File: src/rtl/pinirq_pkg.sv
package pinirq_pkg;
    typedef enum logic {
        ST_CLEAR = 1'b0,
        ST_PEND  = 1'b1
    } pin_state_e;

    localparam int ADDR_W = 3;
    localparam logic [ADDR_W-1:0] A_STAT = 3'd0;
    localparam logic [ADDR_W-1:0] A_CAPT = 3'd1;
    localparam logic [ADDR_W-1:0] A_FWD  = 3'd2;
    localparam logic [ADDR_W-1:0] A_TYPE = 3'd3;
    localparam logic [ADDR_W-1:0] A_POL  = 3'd4;
endpackage

File: src/rtl/pinirq_sync.sv
module pinirq_sync #(
    parameter int W     = 8,
    parameter int STAGES = 2
) (
    input  logic         clk,
    input  logic         rst_n,
    input  logic [W-1:0] d,
    output logic [W-1:0] q
);
    logic [W-1:0] chain [STAGES];

    always_ff @(posedge clk or negedge rst_n) begin
        if (!rst_n) begin
            for (int i = 0; i < STAGES; i++) chain[i] <= '0;
        end else begin
            chain[0] <= d;
            for (int i = 1; i < STAGES; i++) chain[i] <= chain[i-1];
        end
    end

    assign q = chain[STAGES-1];
endmodule

File: src/rtl/pinirq_cell.sv
module pinirq_cell
    import pinirq_pkg::*;
(
    input  logic clk,
    input  logic rst_n,
    input  logic smp,
    input  logic capt_en,
    input  logic edge_mode,
    input  logic pol,
    input  logic ack,
    output logic pend
);
    pin_state_e st, st_nx;
    logic prev;
    logic edge_hit, lvl_hit, trig;

    // previous sample tracks the line every cycle, independent of enables
    always_ff @(posedge clk or negedge rst_n) begin
        if (!rst_n) prev <= 1'b0;
        else        prev <= smp;
    end

    always_comb begin
        edge_hit = pol ? (~smp & prev) : (smp & ~prev);
        lvl_hit  = smp ^ pol;
        trig     = capt_en & (edge_mode ? edge_hit : lvl_hit);
    end

    always_ff @(posedge clk or negedge rst_n) begin
        if (!rst_n) st <= ST_CLEAR;
        else        st <= st_nx;
    end

    always_comb begin
        st_nx = st;
        unique case (st)
            ST_CLEAR: if (trig) st_nx = ST_PEND;
            ST_PEND:  if (ack && !trig) st_nx = ST_CLEAR;
            default:  st_nx = ST_CLEAR;
        endcase
    end

    always_comb pend = (st == ST_PEND);


    sticky_hold_chk: assert property (@(posedge clk) disable iff (!rst_n)
        (st == ST_PEND && !ack) |=> st == ST_PEND);

    capture_off_chk: assert property (@(posedge clk) disable iff (!rst_n)
        (!capt_en && st == ST_CLEAR) |=> st == ST_CLEAR);

    set_wins_chk: assert property (@(posedge clk) disable iff (!rst_n)
        (ack && capt_en && !edge_mode && (smp ^ pol)) |=> st == ST_PEND);

    steady_no_edge_chk: assert property (@(posedge clk) disable iff (!rst_n)
        (edge_mode && $stable(smp) && st == ST_CLEAR) |=> st == ST_CLEAR);
endmodule

File: src/rtl/pinirq_summary.sv
module pinirq_summary #(
    parameter int W = 8
) (
    input  logic         clk,
    input  logic         rst_n,
    input  logic [W-1:0] pend,
    input  logic [W-1:0] fwd_en,
    output logic         irq
);
    always_ff @(posedge clk or negedge rst_n) begin
        if (!rst_n) irq <= 1'b0;
        else        irq <= |(pend & fwd_en);
    end


    fwd_off_quiet_chk: assert property (@(posedge clk) disable iff (!rst_n)
        (fwd_en == '0) |=> !irq);
endmodule

File: src/rtl/pinirq_latch_top.sv
module pinirq_latch_top
    import pinirq_pkg::*;
#(
    parameter int NPIN = 8
) (
    input  logic            clk,
    input  logic            rst_n,
    input  logic [NPIN-1:0] pin_in,
    input  logic            wr_en,
    input  logic [2:0]      wr_addr,
    input  logic [NPIN-1:0] wr_data,
    input  logic [2:0]      rd_addr,
    output logic [NPIN-1:0] rd_data,
    output logic            irq_out
);
    logic [NPIN-1:0] smp, pend, ack_vec;
    logic [NPIN-1:0] capt_q, fwd_q, type_q, pol_q;

    pinirq_sync #(.W(NPIN), .STAGES(2)) u_sync (
        .clk(clk), .rst_n(rst_n), .d(pin_in), .q(smp)
    );

    always_ff @(posedge clk or negedge rst_n) begin
        if (!rst_n) begin
            capt_q <= '0;
            fwd_q  <= '0;
            type_q <= '0;
            pol_q  <= '0;
        end else if (wr_en) begin
            if (wr_addr == A_CAPT) capt_q <= wr_data;
            if (wr_addr == A_FWD)  fwd_q  <= wr_data;
            if (wr_addr == A_TYPE) type_q <= wr_data;
            if (wr_addr == A_POL)  pol_q  <= wr_data;
        end
    end

    always_comb ack_vec = (wr_en && wr_addr == A_STAT) ? wr_data : '0;

    for (genvar g = 0; g < NPIN; g++) begin : g_pin
        pinirq_cell u_cell (
            .clk(clk), .rst_n(rst_n), .smp(smp[g]),
            .capt_en(capt_q[g]), .edge_mode(type_q[g]), .pol(pol_q[g]),
            .ack(ack_vec[g]), .pend(pend[g])
        );
    end

    pinirq_summary #(.W(NPIN)) u_sum (
        .clk(clk), .rst_n(rst_n), .pend(pend), .fwd_en(fwd_q), .irq(irq_out)
    );

    always_comb begin
        case (rd_addr)
            A_STAT:  rd_data = pend;
            A_CAPT:  rd_data = capt_q;
            A_FWD:   rd_data = fwd_q;
            A_TYPE:  rd_data = type_q;
            A_POL:   rd_data = pol_q;
            default: rd_data = '0;
        endcase
    end


    reset_quiet_chk: assert property (@(posedge clk) disable iff (!rst_n)
        $rose(rst_n) |-> (!irq_out && pend == '0));
endmodule

File: config.mk
export PLATFORM = sky130hd
export DESIGN_NAME = pinirq_latch_top
export DESIGN_NICKNAME = d
export VERILOG_FILES = /design/src/rtl/pinirq_pkg.sv /design/src/rtl/pinirq_sync.sv /design/src/rtl/pinirq_cell.sv /design/src/rtl/pinirq_summary.sv /design/src/rtl/pinirq_latch_top.sv
export SDC_FILE = /design/constraint.sdc
export NUM_CORES = 1
export LEC_CHECK = 0
export BUFFER_PORTS_ARGS = -buffer_cell sky130_fd_sc_hd__buf_4
export CORE_ASPECT_RATIO = 1.1
export CORE_UTILIZATION = 45
export DETAILED_ROUTE_END_ITERATION = 10
export PLACE_DENSITY = 0.64
export SETUP_SLACK_MARGIN = 0.5
export SYNTH_ARGS = -nofsm -noshare
export SYNTH_HDL_FRONTEND = slang
export SYNTH_HIERARCHICAL = 1
export SYNTH_SLANG_ARGS = --single-unit
export TNS_END_PERCENT = 5
File: constraint.sdc
create_clock -name clk -period 2.4 [get_ports clk]
set_input_delay 0 -clock clk [delete_from_list [all_inputs] [get_ports clk]]
set_output_delay 0 -clock clk [all_outputs]
set_load 0.1 [all_outputs]
==> results of run 1 <==
## cell usage after synthesis, drive strengths merged
| cell | instances | area share, % |
|---|---|---|
| nor3 | 3 | 0.91 |
| o22ai | 15 | 3.3 |
| nand2 | 1 | 0.13 |
| dfrtp | 65 | 56 |
| nor2 | 1 | 0.13 |
| buf | 10 | 2.4 |
| mux2i | 2 | 0.70 |
| inv | 16 | 2.1 |
| and2 | 8 | 1.7 |
| a311o | 1 | 0.35 |
| nor2b | 10 | 2.2 |
| a21oi | 15 | 2.6 |
| nand4 | 1 | 0.22 |
| a22oi | 19 | 5.0 |
| nor3b | 10 | 3.4 |
| clkbuf | 5 | 0.65 |
| mux2 | 39 | 15 |
| nand2b | 9 | 2.0 |
| nand4b | 1 | 0.52 |
## sequential cells by signal, summed over array words and instances, names as in the netlist
name / cells
pol_q: 8
fwd_q: 8
g_pin.u_cell/pend: 8
type_q: 8
u_sync/q: 8
u_sync/chain: 8
g_pin.u_cell/prev: 8
u_sum/irq: 1
capt_q: 8
## final cells by class
class | instances | area share, %
clock buffer | 11 | 4.28
clock inverter | 5 | 1.77
inverter | 16 | 1.70
multi-input combinational | 135 | 31.4
sequential | 65 | 46.0
tap | 80 | 2.83
timing repair buffer | 51 | 12.0
## logic make-up (layout without fill, tap and decap cells)
kind of cell    count (synthesis)  in the layout  synth area share [%]
mux                            41             41                  15.9
buf+inv                        31             83                  5.17
flops                          65             65                  56.5
simple gates                   44             44                  11.3
compound gates                 50             50                  11.2
## per-stage QoR
stage | area (µm²) | hold WS [ps] | worst slack, ps | cells | util (%)
2_1_floorplan | 2890 | -296 | 310 | 231 | -
3_3_place_gp | 3150 | 109 | 861 | 330 | 50.9
3_5_place_dp | 3150 | 110 | 844 | 330 | 50.9
4_1_cts | 3540 | 132 | 747 | 363 | 57.1
5_1_grt | 3540 | 135 | 642 | 363 | 57.1
6_report | 3540 | 138 | 744 | 363 | 57.1
## per-layer routing
layer  part of all wire, %  vias up
li1                      -      916
met1                    45      948
met2                    50       31
met3                   3.6        4
met4                  0.83        0
met5                     0        -
## power by group through the flow
stage                     Combinational, mW  Clock, mW  Sequential (mW)
final                                 0.686      0.963             1.41
after floorplan                       0.523          0             1.40
after global placement                0.657          0             1.43
after CTS                             0.693      0.990             1.41
after detailed placement              0.668          0             1.43
after global routing                  0.741       1.04             1.44
## worst max-delay path, cell delays in order
cell,delay (ps)
sky130_fd_sc_hd__buf_4,220
sky130_fd_sc_hd__nor2b_1,590
sky130_fd_sc_hd__a22oi_1,220
sky130_fd_sc_hd__o22ai_1,280
sky130_fd_sc_hd__buf_4,340
## how the worst min path moves through the flow
stage / slack [ps] / cells after the start / end
after floorplan: -300 / 0 / capt_q[0]$_DFFE_PN0P_
after global placement: 110 / 1 / u_sync/chain[10]$_DFF_PN0_
after detailed placement: 110 / 1 / u_sync/chain[9]$_DFF_PN0_
after CTS: 130 / 3 / fwd_q[1]$_DFFE_PN0P_
after global routing: 140 / 3 / capt_q[1]$_DFFE_PN0P_
final: 140 / 3 / fwd_q[1]$_DFFE_PN0P_
==> flow_results.xml, run 1 <==
<?xml version="1.0" encoding="UTF-8"?>
<metrics>
  <group name="layout">
    <metric name="drive_above_1_share" unit="%">33.6</metric>
    <metric name="nets" unit="">303</metric>
    <metric name="multi_input_area" unit="µm²">1110</metric>
    <metric name="final.fill_count" unit="">550</metric>
    <metric name="layout-area-overhead-vs-synth" unit="%">22.8</metric>
    <metric name="antenna-diode-count" unit="">0</metric>
    <metric name="seqCellArea" unit="µm²">1630</metric>
    <metric name="most-common-layout-cells" unit="">sky130_fd_sc_hd__dfrtp_1, sky130_fd_sc_hd__mux2_2, sky130_fd_sc_hd__buf_4, sky130_fd_sc_hd__a22oi_1, sky130_fd_sc_hd__dlygate4sd3_1</metric>
    <metric name="layout.cells.most_common" unit="">sky130_fd_sc_hd__dfrtp_1</metric>
  </group>
  <group name="routing">
    <metric name="drtPass1Iterations" unit="">4</metric>
    <metric name="final_antenna_net_count" unit="">0</metric>
    <metric name="avgViaCountPerCell" unit="">5.23</metric>
    <metric name="number_of_design_rule_violations_left_after_detail_routing" unit="">0</metric>
    <metric name="detail_route.iter0.violations" unit="">122</metric>
    <metric name="drt-wirelength-per-cell" unit="µm">15.6</metric>
    <metric name="route.vias.total" unit="">1899</metric>
    <metric name="finalWirelength" unit="mm">5.66</metric>
  </group>
  <group name="sta">
    <metric name="worst_clock_skew" unit="ps">6.44</metric>
    <metric name="finalMaxSlewViolations" unit="">0</metric>
    <metric name="post-route-min-period" unit="ps">1660</metric>
    <metric name="slew-limit-headroom" unit="%">46.0</metric>
    <metric name="hold_viol_final" unit="">0</metric>
    <metric name="period_share" unit="%">69.0</metric>
    <metric name="fmax" unit="MHz">604</metric>
    <metric name="grt_setup_unrepaired" unit="">no</metric>
    <metric name="worst_slew_pin_slew" unit="ps">809</metric>
    <metric name="finalSetupViolations" unit="">0</metric>
    <metric name="setup-tns-final" unit="ps">0</metric>
  </group>
  <group name="setup_path">
    <metric name="worstRegToRegCells" unit="">3</metric>
    <metric name="cp-end-kind" unit="">primary output</metric>
    <metric name="worstReg2RegEnd" unit="">g_pin[0].u_cell/pend$_DFF_PN0_</metric>
    <metric name="ff2ff_setup_slack" unit="ps">1420</metric>
    <metric name="crit_path_dat" unit="ps">1660</metric>
    <metric name="crit-reg2reg-launch" unit="">pol_q[0]$_DFFE_PN0P_</metric>
    <metric name="worstSetupStartpointType" unit="">input port</metric>
    <metric name="setup.worst_path.end" unit="">rd_data[2]</metric>
    <metric name="crit_path_max_fanout" unit="">19</metric>
    <metric name="cp.required" unit="ps">2400</metric>
    <metric name="path_class" unit="">in2out</metric>
    <metric name="crit_start" unit="">rd_addr[0]</metric>
  </group>
  <group name="grt">
    <metric name="grt.met1_usage" unit="%">23.8</metric>
    <metric name="grt_first_pass_wirelength" unit="mm">9.38</metric>
    <metric name="maximum_number_of_pins_on_one_net_before_global_route_repair" unit="">66</metric>
    <metric name="grt.total_usage" unit="%">19.0</metric>
    <metric name="grt_most_used_layer" unit="">met2</metric>
    <metric name="via_count_of_the_first_global_routing_pass" unit="">1874</metric>
    <metric name="number_of_antenna_violations_at_the_first_check_in_global_routing" unit="">0</metric>
    <metric name="globalRouteOverflowTotal" unit="">0</metric>
    <metric name="met2_usage" unit="%">31.0</metric>
    <metric name="met3_usage" unit="%">6.28</metric>
  </group>
  <group name="logic_synthesis">
    <metric name="ys_seq_area_share" unit="%">56.5</metric>
    <metric name="synth_cells" unit="">231</metric>
    <metric name="netlist_area" unit="µm²">2880</metric>
    <metric name="synth.ff_latch_count" unit="">65</metric>
    <metric name="synth_warnings" unit="">6</metric>
    <metric name="synth.distinct_cells" unit="">23</metric>
    <metric name="syn_nets" unit="">256</metric>
    <metric name="average_footprint_of_a_synthesized_cell" unit="µm²">12.5</metric>
  </group>
  <group name="place">
    <metric name="dp_hpwl" unit="mm">3.64</metric>
    <metric name="gp_congestion" unit="">0.767</metric>
    <metric name="port-buffer-count" unit="">33</metric>
  </group>
  <group name="clocking">
    <metric name="cts-root-buf" unit="">sky130_fd_sc_hd__clkbuf_8</metric>
    <metric name="cts.repair_timing.setup_buffer_count" unit="">0</metric>
    <metric name="cts_bufs_inserted" unit="">9</metric>
    <metric name="h_tree_depth" unit="">3</metric>
    <metric name="post_cts.resized_instances" unit="">0</metric>
    <metric name="sink_count_of_the_clock_tree" unit="">65</metric>
    <metric name="ctsLongestPathBuffers" unit="">2</metric>
    <metric name="tritoncts" unit="">done</metric>
    <metric name="cts_hold_buffers" unit="">17</metric>
    <metric name="clock_latency" unit="ps">340</metric>
    <metric name="clk_transition_reported_paths" unit="ps">70</metric>
  </group>
  <group name="floorplan">
    <metric name="fp.dieArea" unit="µm²">6730</metric>
    <metric name="floorplan.initialDensity" unit="%">46.5</metric>
    <metric name="die_x" unit="µm">78.3</metric>
    <metric name="vertical_die_dimension" unit="µm">85.9</metric>
    <metric name="placeableCoreArea" unit="µm²">6190</metric>
    <metric name="std_cell_rows" unit="">30</metric>
    <metric name="num_io_pins" unit="">34</metric>
  </group>
  <group name="power_and_ir_drop">
    <metric name="internal-power" unit="mW">2.12</metric>
    <metric name="vdd_ir_drop_max" unit="µV">522</metric>
    <metric name="share_clk_of_total_power" unit="%">31.5</metric>
    <metric name="seqPwrFrac" unit="%">46.1</metric>
    <metric name="cellPowerDensity" unit="nW/µm²">864</metric>
    <metric name="net_switching_power" unit="µW">936</metric>
    <metric name="swShare" unit="%">30.6</metric>
    <metric name="total_leakage_power" unit="nW">1.56</metric>
    <metric name="comb_power_share" unit="%">22.4</metric>
    <metric name="total_power" unit="mW">3.06</metric>
  </group>
  <group name="flow_run">
    <metric name="max_cap_viol_count" unit="">0</metric>
  </group>
  <group name="run_status">
    <metric name="outcome" unit="">completed</metric>
  </group>
  <group name="worst_hold_path">
    <metric name="timing.hold.worst.start" unit="">wr_addr[2]</metric>
    <metric name="worstHoldPathType" unit="">in2reg</metric>
  </group>
</metrics>
No activity file was read; power rests on OpenSTA's default activity.
==> inputs of run 2 (changes only) <==
- clock period: 2.4 -> 1.7 ns (I/O delays scaled with it)
==> flow_results.xml, run 2 (synthesis gave the netlist of run 1 again) <==
<?xml version="1.0" encoding="UTF-8"?>
<metrics>
  <group name="run_status">
    <metric name="outcome" unit="">completed</metric>
  </group>
  <group name="setup_path">
    <metric name="path_class" unit="">reg2out</metric>
    <metric name="critPathSlowestCell" unit="">sky130_fd_sc_hd__dfrtp_1</metric>
    <metric name="worstRegToRegCells" unit="">5</metric>
    <metric name="crit_path_max_fanout" unit="">2</metric>
    <metric name="cp-end-kind" unit="">primary output</metric>
    <metric name="crit_path_dat" unit="ps">1480</metric>
    <metric name="worstPathCellList" unit="">mux2i_1 &gt; nor3b_1 &gt; a311o_2 &gt; buf_12</metric>
    <metric name="crit_path_max_incr_delay" unit="ps">380</metric>
    <metric name="worstSetupStartpointType" unit="">register</metric>
    <metric name="cp.required" unit="ps">1700</metric>
  </group>
  <group name="sta">
    <metric name="worst_clock_skew" unit="ps">10.4</metric>
    <metric name="grt_setup_unrepaired" unit="">yes</metric>
    <metric name="finalSetupViolations" unit="">0</metric>
    <metric name="setup-tns-final" unit="ps">0</metric>
    <metric name="slew-limit-headroom" unit="%">63.1</metric>
    <metric name="fmax" unit="MHz">676</metric>
    <metric name="period_share" unit="%">87.1</metric>
    <metric name="post-route-min-period" unit="ps">1480</metric>
    <metric name="finalMaxSlewViolations" unit="">0</metric>
    <metric name="hold_viol_final" unit="">0</metric>
    <metric name="final_worst_setup_slack" unit="ps">220</metric>
    <metric name="worst_slew_pin_slew" unit="ps">552</metric>
  </group>
  <group name="worst_hold_path">
    <metric name="worstHoldPathType" unit="">in2async</metric>
  </group>
  <group name="floorplan">
    <metric name="die_x" unit="µm">78.3</metric>
    <metric name="fp.dieArea" unit="µm²">6730</metric>
    <metric name="std_cell_rows" unit="">30</metric>
    <metric name="num_io_pins" unit="">34</metric>
    <metric name="placeableCoreArea" unit="µm²">6190</metric>
    <metric name="vertical_die_dimension" unit="µm">85.9</metric>
    <metric name="floorplan.initialDensity" unit="%">46.5</metric>
  </group>
  <group name="clocking">
    <metric name="tritoncts" unit="">done</metric>
    <metric name="cts_bufs_inserted" unit="">9</metric>
    <metric name="ctsLongestPathBuffers" unit="">2</metric>
    <metric name="clock_latency" unit="ps">340</metric>
    <metric name="sink_count_of_the_clock_tree" unit="">65</metric>
    <metric name="cts-root-buf" unit="">sky130_fd_sc_hd__clkbuf_8</metric>
    <metric name="h_tree_depth" unit="">3</metric>
    <metric name="clk_transition_reported_paths" unit="ps">80</metric>
  </group>
  <group name="routing">
    <metric name="avgViaCountPerCell" unit="">5.21</metric>
    <metric name="number_of_design_rule_violations_left_after_detail_routing" unit="">0</metric>
    <metric name="drt-wirelength-per-cell" unit="µm">15.8</metric>
    <metric name="route.vias.total" unit="">1989</metric>
    <metric name="drtPass1Iterations" unit="">4</metric>
    <metric name="finalWirelength" unit="mm">6.05</metric>
    <metric name="detail_route.iter0.violations" unit="">83</metric>
    <metric name="final_antenna_net_count" unit="">0</metric>
  </group>
  <group name="place">
    <metric name="dp_hpwl" unit="mm">3.76</metric>
    <metric name="placed_cells" unit="">338</metric>
    <metric name="place_worst_setup_slack" unit="ps">402</metric>
    <metric name="port-buffer-count" unit="">33</metric>
    <metric name="gp_congestion" unit="">0.745</metric>
  </group>
  <group name="layout">
    <metric name="most-common-layout-cells" unit="">sky130_fd_sc_hd__dfrtp_1, sky130_fd_sc_hd__buf_4, sky130_fd_sc_hd__mux2_2, sky130_fd_sc_hd__a22oi_1, sky130_fd_sc_hd__dlygate4sd3_1</metric>
    <metric name="layout.cells.most_common" unit="">sky130_fd_sc_hd__dfrtp_1</metric>
    <metric name="instances_no_fill" unit="">382</metric>
    <metric name="final.fill_count" unit="">476</metric>
    <metric name="multi_input_area" unit="µm²">1300</metric>
    <metric name="drive_above_1_share" unit="%">44.0</metric>
    <metric name="nets" unit="">322</metric>
    <metric name="antenna-diode-count" unit="">0</metric>
    <metric name="layout-area-overhead-vs-synth" unit="%">39.8</metric>
    <metric name="seqCellArea" unit="µm²">1630</metric>
  </group>
  <group name="grt">
    <metric name="number_of_antenna_violations_at_the_first_check_in_global_routing" unit="">0</metric>
    <metric name="via_count_of_the_first_global_routing_pass" unit="">1990</metric>
    <metric name="globalRouteOverflowTotal" unit="">0</metric>
    <metric name="grt.total_usage" unit="%">20.4</metric>
    <metric name="grt_first_pass_wirelength" unit="mm">10.1</metric>
    <metric name="maximum_number_of_pins_on_one_net_before_global_route_repair" unit="">39</metric>
  </group>
  <group name="power_and_ir_drop">
    <metric name="vdd_ir_drop_max" unit="µV">896</metric>
    <metric name="cellPowerDensity" unit="nW/µm²">1250</metric>
    <metric name="total_leakage_power" unit="nW">1.75</metric>
  </group>
  <group name="flow_run">
    <metric name="max_cap_viol_count" unit="">0</metric>
  </group>
</metrics>
[run 2: through the flow]
stage,instance area (µm²),total power [mW],util [%],hold WS (ps)
2_1_floorplan,2980,2.78,-,-296
3_3_place_gp,3320,3.03,53.6,-50.9
3_5_place_dp,3320,3.05,53.6,-50.0
4_1_cts,3950,5.01,63.8,120
5_1_grt,4030,5.25,65.0,137
6_report,4030,5.03,65.0,110
[run 2: report_power, final]
part	internal [mW]	switching [mW]	leakage (nW)	total, mW
Sequential	1.79	0.183	0.751	1.97
Combinational	0.659	0.662	0.872	1.32
Clock	1.12	0.606	0.130	1.73
[run 2: area by class of cell]
type	instances	area share, %
multi-input combinational	135	32.3
clock inverter	7	3.51
clock buffer	9	3.08
inverter	16	1.49
tap	80	2.49
sequential	65	40.4
timing repair buffer	70	16.8
[run 2: routing by layer]
metal	global-route usage, %	part of all wire [%]	vias to the layer above
met1	28.0	46	998
met5	0	0	-
li1	-	-	952
met2	32.5	49	31
met3	2.98	2.6	8
met4	9.09	1.9	0
[run 2: final timing paths]
path                            slack [ps]                  startpoint                             end
worst max-delay path                   220       type_q[6]$_DFFE_PN0P_                      rd_data[6]
worst min-delay path                   110                       rst_n           u_sync/q[6]$_DFF_PN0_
worst max register to register         640       type_q[1]$_DFFE_PN0P_  g_pin[1].u_cell/pend$_DFF_PN0_
worst min register to register         340  u_sync/chain[10]$_DFF_PN0_           u_sync/q[2]$_DFF_PN0_
max in group asynchronous             1050                       rst_n  g_pin[0].u_cell/prev$_DFF_PN0_
min in group clk                       130                  wr_addr[2]            fwd_q[2]$_DFFE_PN0P_
[run 2: timing repair]
action	in CTS	in global routing
hold endpoints to repair	110	0
pin swaps	5	4
setup endpoints to repair	8	8
hold buffers	17	0
setup buffers	9	2
resized for setup	32	10
[run 2: worst max-delay path: cells and delay by family (launching register included)]
family | cells | cell delay (ps)
muxes | 1 | 130
buffers and inverters | 1 | 180
DFF | 1 | 380
and+or+nand+nor | 1 | 60
AOI/OAI and AO/OA | 1 | 380
